$ cat config.mk
export PLATFORM = sky130hd
export DESIGN_NAME = mpp_guard
export DESIGN_NICKNAME = d
export VERILOG_FILES = /design/src/rtl/mpp_pkg.sv /design/src/rtl/mpp_perm_file.sv /design/src/rtl/mpp_rule.sv /design/src/rtl/mpp_fault_log.sv /design/src/rtl/mpp_guard.sv
export SDC_FILE = /design/constraint.sdc
export NUM_CORES = 1
export LEC_CHECK = 0
export ABC_CLOCK_PERIOD_IN_PS = 9600
export CAP_MARGIN = 20
export CORE_MARGIN = 2
export CORE_UTILIZATION = 50
export CTS_CLUSTER_SIZE = 25
export DETAILED_ROUTE_END_ITERATION = 10
export GPL_ROUTABILITY_DRIVEN = 0
export PLACE_DENSITY = 0.8
export SLEW_MARGIN = 20
export SYNTH_ARGS = -nofsm -noshare
export SYNTH_HDL_FRONTEND = slang
export SYNTH_SLANG_ARGS = --single-unit
$ cat constraint.sdc
create_clock -name clk -period 9.6 [get_ports clk]
set_clock_uncertainty 0.2 [all_clocks]
set_input_delay 1.92 -clock clk [delete_from_list [all_inputs] [get_ports clk]]
set_output_delay 1.92 -clock clk [all_outputs]
set_load 0.02 [all_outputs]
$ cat src/rtl/mpp_pkg.sv
package mpp_pkg;
  localparam int MPP_IDS  = 6;
  localparam int MPP_ID_W = 3;
  localparam int MPP_REC_AW = 16;

  typedef struct packed {
    logic               lcl;
    logic [MPP_IDS-1:0] aid;
  } page_perm_t;

  typedef struct packed {
    logic                  wr;
    logic [MPP_ID_W-1:0]   id;
    logic [MPP_REC_AW-1:0] addr;
  } fault_rec_t;

  localparam page_perm_t PERM_OPEN = '{lcl: 1'b1, aid: '1};
endpackage

$ cat src/rtl/mpp_perm_file.sv
module mpp_perm_file
  import mpp_pkg::*;
#(
  parameter int PAGE_W = 4
) (
  input  logic              clk,
  input  logic              rst_n,
  input  logic              wr_en,
  input  logic [PAGE_W-1:0] wr_page,
  input  page_perm_t        wr_val,
  input  logic [PAGE_W-1:0] cfg_page,
  output page_perm_t        cfg_val,
  input  logic [PAGE_W-1:0] chk_page,
  output page_perm_t        chk_val
);
  localparam int NPAGE = 1 << PAGE_W;

  page_perm_t perm_q [NPAGE];

  for (genvar p = 0; p < NPAGE; p++) begin : g_page
    logic       ld;
    page_perm_t nxt;
    always_comb begin
      ld  = wr_en && (wr_page == PAGE_W'(p));
      nxt = ld ? wr_val : perm_q[p];
    end
    always_ff @(posedge clk or negedge rst_n) begin
      if (!rst_n) perm_q[p] <= PERM_OPEN;
      else if (ld) perm_q[p] <= nxt;
    end
  end

  assign cfg_val = perm_q[cfg_page];
  assign chk_val = perm_q[chk_page];
endmodule

$ cat src/rtl/mpp_rule.sv
module mpp_rule
  import mpp_pkg::*;
(
  input  page_perm_t          perm,
  input  logic [MPP_ID_W-1:0] id,
  input  logic                direct,
  output logic                allow
);
  logic aid_bit;

  always_comb begin
    aid_bit = 1'b0;
    for (int i = 0; i < MPP_IDS; i++) begin
      if (id == MPP_ID_W'(i)) aid_bit = perm.aid[i];
    end
    allow = direct ? perm.lcl : aid_bit;
  end
endmodule

$ cat src/rtl/mpp_fault_log.sv
module mpp_fault_log
  import mpp_pkg::*;
(
  input  logic       clk,
  input  logic       rst_n,
  input  logic       viol,
  input  fault_rec_t rec_in,
  input  logic       clr,
  output logic       evt,
  output logic       valid,
  output logic       ovf,
  output fault_rec_t rec
);
  logic       valid_n, ovf_n, evt_n, rec_ld;
  fault_rec_t rec_n;

  always_comb begin
    valid_n = valid;
    ovf_n   = ovf;
    rec_ld  = 1'b0;
    evt_n   = viol;
    if (viol) begin
      if (valid && !clr) begin
        ovf_n = 1'b1;
      end else begin
        rec_ld  = 1'b1;
        valid_n = 1'b1;
        ovf_n   = 1'b0;
      end
    end else if (clr) begin
      valid_n = 1'b0;
      ovf_n   = 1'b0;
    end
    rec_n = rec_ld ? rec_in : rec;
  end

  always_ff @(posedge clk or negedge rst_n) begin
    if (!rst_n) begin
      valid <= 1'b0;
      ovf   <= 1'b0;
      evt   <= 1'b0;
      rec   <= '0;
    end else begin
      valid <= valid_n;
      ovf   <= ovf_n;
      evt   <= evt_n;
      if (rec_ld) rec <= rec_n;
    end
  end


  evt_sets_valid_chk: assert property (@(posedge clk) disable iff (!rst_n)
    evt |-> valid);

  ovf_needs_valid_chk: assert property (@(posedge clk) disable iff (!rst_n)
    ovf |-> valid);

  rec_hold_chk: assert property (@(posedge clk) disable iff (!rst_n)
    (valid && !clr) |=> $stable(rec));
endmodule

$ cat src/rtl/mpp_guard.sv
module mpp_guard
  import mpp_pkg::*;
#(
  parameter int ADDR_W = 16,
  parameter int PAGE_W = 4,
  parameter int DATA_W = 32
) (
  input  logic                clk,
  input  logic                rst_n,
  input  logic                req_valid,
  input  logic                req_we,
  input  logic [ADDR_W-1:0]   req_addr,
  input  logic [DATA_W-1:0]   req_wdata,
  input  logic [2:0]          req_id,
  input  logic                req_direct,
  output logic                rsp_valid,
  output logic [DATA_W-1:0]   rsp_rdata,
  output logic                mem_en,
  output logic                mem_we,
  output logic [ADDR_W-1:0]   mem_addr,
  output logic [DATA_W-1:0]   mem_wdata,
  input  logic [DATA_W-1:0]   mem_rdata,
  input  logic                cfg_wr,
  input  logic [PAGE_W:0]     cfg_addr,
  input  logic [31:0]         cfg_wdata,
  output logic [31:0]         cfg_rdata,
  output logic                fault_evt
);
  localparam int NPAGE = 1 << PAGE_W;
  localparam logic [PAGE_W:0] STAT_IDX = (PAGE_W+1)'(NPAGE);

  // reset: asynchronous assert, synchronous release
  logic [1:0] rsync_q;
  logic       rst_i_n;
  always_ff @(posedge clk or negedge rst_n) begin
    if (!rst_n) rsync_q <= 2'b00;
    else        rsync_q <= {rsync_q[0], 1'b1};
  end
  assign rst_i_n = rsync_q[1];

  // permission storage
  page_perm_t  cfg_perm, chk_perm, wr_perm;
  logic        perm_wr;
  logic [PAGE_W-1:0] chk_page;

  assign perm_wr  = cfg_wr && !cfg_addr[PAGE_W];
  assign wr_perm  = page_perm_t'(cfg_wdata[MPP_IDS:0]);
  assign chk_page = req_addr[ADDR_W-1 -: PAGE_W];

  mpp_perm_file #(.PAGE_W(PAGE_W)) u_perm (
    .clk      (clk),
    .rst_n    (rst_i_n),
    .wr_en    (perm_wr),
    .wr_page  (cfg_addr[PAGE_W-1:0]),
    .wr_val   (wr_perm),
    .cfg_page (cfg_addr[PAGE_W-1:0]),
    .cfg_val  (cfg_perm),
    .chk_page (chk_page),
    .chk_val  (chk_perm)
  );

  logic allow;
  mpp_rule u_rule (
    .perm   (chk_perm),
    .id     (req_id),
    .direct (req_direct),
    .allow  (allow)
  );

  // fault capture
  logic       viol, clr, f_valid, f_ovf;
  fault_rec_t rec_in, f_rec;

  assign viol   = req_valid && !allow;
  assign clr    = cfg_wr && (cfg_addr == STAT_IDX) && cfg_wdata[0];
  assign rec_in = '{wr: req_we, id: req_id, addr: MPP_REC_AW'(req_addr)};

  mpp_fault_log u_log (
    .clk    (clk),
    .rst_n  (rst_i_n),
    .viol   (viol),
    .rec_in (rec_in),
    .clr    (clr),
    .evt    (fault_evt),
    .valid  (f_valid),
    .ovf    (f_ovf),
    .rec    (f_rec)
  );

  // stage 1: present to memory
  logic              s1_en_n, s1_we_n, s1_v_n, s1_rd_n;
  logic              s1_v_q, s1_rd_q;
  logic [ADDR_W-1:0] s1_addr_q;
  logic [DATA_W-1:0] s1_wdata_q;
  logic              s1_en_q, s1_we_q;

  always_comb begin
    s1_v_n  = req_valid;
    s1_en_n = req_valid && allow;
    s1_we_n = req_valid && allow && req_we;
    s1_rd_n = req_valid && allow && !req_we;
  end

  always_ff @(posedge clk or negedge rst_i_n) begin
    if (!rst_i_n) begin
      s1_v_q  <= 1'b0;
      s1_en_q <= 1'b0;
      s1_we_q <= 1'b0;
      s1_rd_q <= 1'b0;
    end else begin
      s1_v_q  <= s1_v_n;
      s1_en_q <= s1_en_n;
      s1_we_q <= s1_we_n;
      s1_rd_q <= s1_rd_n;
    end
  end

  always_ff @(posedge clk or negedge rst_i_n) begin
    if (!rst_i_n) begin
      s1_addr_q  <= '0;
      s1_wdata_q <= '0;
    end else if (req_valid) begin
      s1_addr_q  <= req_addr;
      s1_wdata_q <= req_wdata;
    end
  end

  assign mem_en    = s1_en_q;
  assign mem_we    = s1_we_q;
  assign mem_addr  = s1_addr_q;
  assign mem_wdata = s1_wdata_q;

  // stage 2: response
  logic s2_v_q, s2_rd_q;
  always_ff @(posedge clk or negedge rst_i_n) begin
    if (!rst_i_n) begin
      s2_v_q  <= 1'b0;
      s2_rd_q <= 1'b0;
    end else begin
      s2_v_q  <= s1_v_q;
      s2_rd_q <= s1_rd_q;
    end
  end

  assign rsp_valid = s2_v_q;
  assign rsp_rdata = s2_rd_q ? mem_rdata : '0;

  // register read
  always_comb begin
    cfg_rdata = '0;
    if (cfg_addr == STAT_IDX)
      cfg_rdata = {f_rec.addr, 9'd0, f_rec.id, 1'b0, f_rec.wr, f_ovf, f_valid};
    else if (!cfg_addr[PAGE_W])
      cfg_rdata = 32'(cfg_perm);
  end


  fwd_or_fault_chk: assert property (@(posedge clk) disable iff (!rst_i_n)
    !(mem_en && fault_evt));

  rsp_latency_chk: assert property (@(posedge clk) disable iff (!rst_i_n)
    mem_en |=> rsp_valid);

  we_within_en_chk: assert property (@(posedge clk) disable iff (!rst_i_n)
    mem_we |-> mem_en);

  evt_has_rsp_chk: assert property (@(posedge clk) disable iff (!rst_i_n)
    fault_evt |=> rsp_valid);
endmodule

==> out/summary.log <==
qor: global_routing.grt-ovfl-total 0
qor: power_and_ir_drop.power.density_cell_area 184 nW/um^2
qor: synthesis.yosys_most_used_dff sky130_fd_sc_hd__dfstp_2
qor: floorplanning.dieArea 20700 sq um
qor: global_routing.antenna_found_initial 0
qor: synthesis.synth.most_common_cell sky130_fd_sc_hd__mux2_2
qor: power_and_ir_drop.p_leak 5.10 nW
qor: outcome.status finished clean
qor: cts.cts_tree built
qor: cts.cts_made_buffers 17
qor: cts.holdBufCountCts 0
qor: power_and_ir_drop.internal-power 0.00170 W
qor: sta.rsz_0062_raised_after_global_routing no
qor: route.drt-wirelength-per-cell 21.9 microns
qor: synthesis.synth_area_per_cell 14.2 sq um
qor: floorplanning.floorplan.die.width 144 microns
qor: synthesis.synth-edff-count 0
qor: power_and_ir_drop.clkPwrFrac 29.8%
qor: placed_design.postPlaceCellArea 12000 sq um
qor: power_and_ir_drop.power_frac_seq 48.3%
qor: synthesis.netlist_area 9800 sq um
qor: sta.fmax 0.143 GHz
qor: route.vias 6563
qor: cts.worst_skew_pair.late_latency 0.43 ns
qor: cts.clkTransAtPathRegs 0.07 ns
qor: route.wirelength 25300 microns
qor: floorplanning.floorplan.die.height 144 microns
qor: sta.setup-violations-final 0
qor: global_routing.grt_pass1_wl 37300 microns
qor: sta.hold_viol_final 0
qor: critical_path.worstSetupEndpointType primary output
qor: route.drt-initial-drc-count 465
qor: synthesis.synth.top_cells.by_count 153 x sky130_fd_sc_hd__mux2_2, 112 x sky130_fd_sc_hd__dfstp_2, 79 x sky130_fd_sc_hd__dfrtp_1
qor: sta.setup_total_negative_slack 0 ns
qor: global_routing.grt_start_max_net_pins 72
qor: placed_design.dpl.hpwl 17100 microns
qor: synthesis.yosysWarnings 0
qor: synthesis.asyncSetResetFlopFracSynth 100%
qor: layout.drive_gt1_share 42.8%
qor: synthesis.synth.yosys.seq_area_share 50.2%
qor: floorplanning.rows 51
qor: run.max_cap_violations 0
qor: sta.worst-slew-pin-transition 1.12 ns
qor: cts.cts.repair.resized 0
qor: synthesis.synth_cell_types 47
qor: layout.final-seq-area 4920 sq um
qor: synthesis.netlist_top_cells_area sky130_fd_sc_hd__dfstp_2 30%, sky130_fd_sc_hd__dfrtp_1 20%, sky130_fd_sc_hd__mux2_2 18%, sky130_fd_sc_hd__mux4_2 9.4%, sky130_fd_sc_hd__mux2i_1 4.5%
qor: global_routing.grt_pass1_vias 6518
qor: synthesis.post-synth-top-area-cell sky130_fd_sc_hd__dfstp_2
qor: sta.max-slew-margin-rel 25.1%
qor: floorplanning.core-area 19300 sq um
qor: cts.cts.path.max_buffers 2
qor: synthesis.synthesis.instances 689
qor: critical_path.timing.critical_path.fanout_max 23
qor: layout.area_growth_syn_to_layout 28.0%
qor: power_and_ir_drop.switching_share 26.6%
qor: placed_design.portBuffers 207
qor: route.remaining_drc_errors 0
qor: power_and_ir_drop.worst_ir_drop_vdd 0.0000997 V
qor: sta.min_period 6.99 ns
qor: floorplanning.io_pins 242
qor: critical_path.criticalPathCategory in -> out
qor: layout.multi_input_comb_area 4550 sq um
qor: layout.final_design_area_no_fill 12600 sq um
qor: cts.clock_h_tree_levels 4
qor: synthesis.yosys_register_bits 191
qor: route.ant_nets 0
qor: global_routing.grtUsageTotal 24.2%
qor: layout.fin_nets 1003
qor: critical_path.startpoint_type primary input
qor: power_and_ir_drop.comb_pwr_share 22.0%
qor: floorplanning.initial_core_util 50.7%
qor: cts.tritoncts_num_sinks 191
qor: synthesis.yosysTopAreaCellShare 30.0%
qor: route.dr.pass1.iters 6
qor: sta.finalMaxSlewViolations 0
qor: power_and_ir_drop.total_switching_power 0.000615 W
qor: layout.count_of_inserted_antenna_diode_cells 0
qor: min_path.min-delay-path-class reg -> reg
qor: critical_path.worst_ep_arrival_time 4.87 ns
qor: cts.cts.repair_timing.setup_buffer_count 0
qor: layout.fillers 1446
qor: cts.cts_root_buffer sky130_fd_sc_hd__clkbuf_16
qor: critical_path.timing.critical_path.required 7.48 ns
qor: route.post_drt_via_cell_ratio 5.68
qor: sta.final.period_utilization 72.8%
state kept, by name (all words and copies together), names as in the netlist:
signal,cells
u_log.evt,1
u_log.valid,1
mem_en,1
u_perm.perm_q,112
mem_addr,16
u_log.ovf,1
rsync_q,2
rsp_valid,1
u_log.rec,20
mem_wdata,32
s1_rd_q,1
mem_we,1
s1_v_q,1
s2_rd_q,1
final cells by class:
cell class                 instances  share of cell area [%]
tap                              265                    2.64
timing repair buffer             217                    17.0
clock buffer                      20                    3.72
clock inverter                    12                   0.837
inverter                          12                   0.359
multi-input combinational        438                    36.2
sequential                       191                    39.2
cells in the final DEF (no fill, tap or decap), types with 5 or more instances in the layout:
cell type,netlist,routed
sky130_fd_sc_hd__clkdlybuf4s50_1,0,204
sky130_fd_sc_hd__mux2_2,153,153
sky130_fd_sc_hd__dfstp_2,112,112
sky130_fd_sc_hd__dfrtp_1,79,78
sky130_fd_sc_hd__and2_1,50,50
sky130_fd_sc_hd__mux2i_1,44,44
sky130_fd_sc_hd__mux4_2,41,41
sky130_fd_sc_hd__nand2_1,31,31
sky130_fd_sc_hd__mux2_4,20,20
sky130_fd_sc_hd__clkbuf_16,0,17
sky130_fd_sc_hd__inv_1,12,12
sky130_fd_sc_hd__nor2b_1,11,11
sky130_fd_sc_hd__conb_1,2,10
sky130_fd_sc_hd__buf_4,11,10
sky130_fd_sc_hd__a22oi_1,8,8
sky130_fd_sc_hd__mux2_1,8,8
sky130_fd_sc_hd__nor2_1,7,7
sky130_fd_sc_hd__o21ai_1,6,6
sky130_fd_sc_hd__a2111oi_0,5,5
sky130_fd_sc_hd__a21oi_1,5,5
logic make-up (layout without fill, tap and decap cells):
| kind of cell | count (synthesis) | after routing | share of synthesized area [%] |
|---|---|---|---|
| flip-flops | 191 | 191 | 50.2 |
| AO/OA/AOI/OAI | 44 | 44 | 3.76 |
| other | 2 | 10 | 0.0766 |
| AND/OR/NAND/NOR | 118 | 118 | 6.74 |
| multiplexers | 266 | 266 | 35.5 |
| buffers and inverters | 68 | 261 | 3.78 |
power groups by stage:
stage	Clock (W)	Sequential, W	Combinational [W]
3_5_place_dp	0	0.00113	0.000509
2_1_floorplan	0	0.00113	0.000316
6_report	0.000689	0.00112	0.000508
5_1_grt	0.000731	0.00114	0.000540
3_3_place_gp	0	0.00112	0.000498
4_1_cts	0.000703	0.00111	0.000511
metrics by stage:
| stage | setup WS [ns] | total power, W | cells | util, % | hold WS [ns] |
|---|---|---|---|---|---|
| final | 2.61 | 0.00231 | 1155 | 64.9 | 0.147 |
| after CTS | 2.61 | 0.00233 | 1155 | 64.9 | 0.154 |
| after global routing | 2.47 | 0.00241 | 1155 | 64.9 | 0.167 |
| after detailed placement | 2.61 | 0.00164 | 1123 | 62.0 | 0.139 |
| after global placement | 2.68 | 0.00161 | 1123 | 62.0 | 0.133 |
| after floorplan | 3.88 | 0.00144 | 697 | - | 0.131 |
worst paths after layout:
check	from	to	cells past startpoint	slack [ns]
worst max register to register	u_perm.perm_q[64]$_DFFE_PN1P_	u_log.rec[13]$_DFFE_PN0P_	7	6.35
max in group asynchronous	rsync_q[1]$_DFF_PN0_	mem_wdata[18]$_DFFE_PN0P_	2	6.92
worst max-delay path	cfg_addr[2]	cfg_rdata[4]	6	2.61
worst min register to register	s1_v_q$_DFF_PN0_	rsp_valid$_DFF_PN0_	0	0.15
min in group asynchronous	rsync_q[1]$_DFF_PN0_	mem_wdata[22]$_DFFE_PN0P_	0	0.23
worst min-delay path	s1_v_q$_DFF_PN0_	rsp_valid$_DFF_PN0_	0	0.15
per-layer routing:
layer / up-vias / GRT usage, % / share of wire (%)
li1: 2876 / - / -
met1: 3342 / 30.2 / 39
met2: 289 / 41.3 / 50
met3: 56 / 5.30 / 7.9
met4: 0 / 9.70 / 2.8
met5: - / 0 / 0
worst max-delay path, cell delays in order:
cell and delay [ns]:
sky130_fd_sc_hd__clkdlybuf4s50_1 0.83, sky130_fd_sc_hd__nor2_1 0.47, sky130_fd_sc_hd__and3_1 0.70, sky130_fd_sc_hd__nand2_1 0.14, sky130_fd_sc_hd__o21ai_1 0.11, sky130_fd_sc_hd__clkdlybuf4s50_1 0.68
Note: power is estimated with default switching activity, not from simulation.
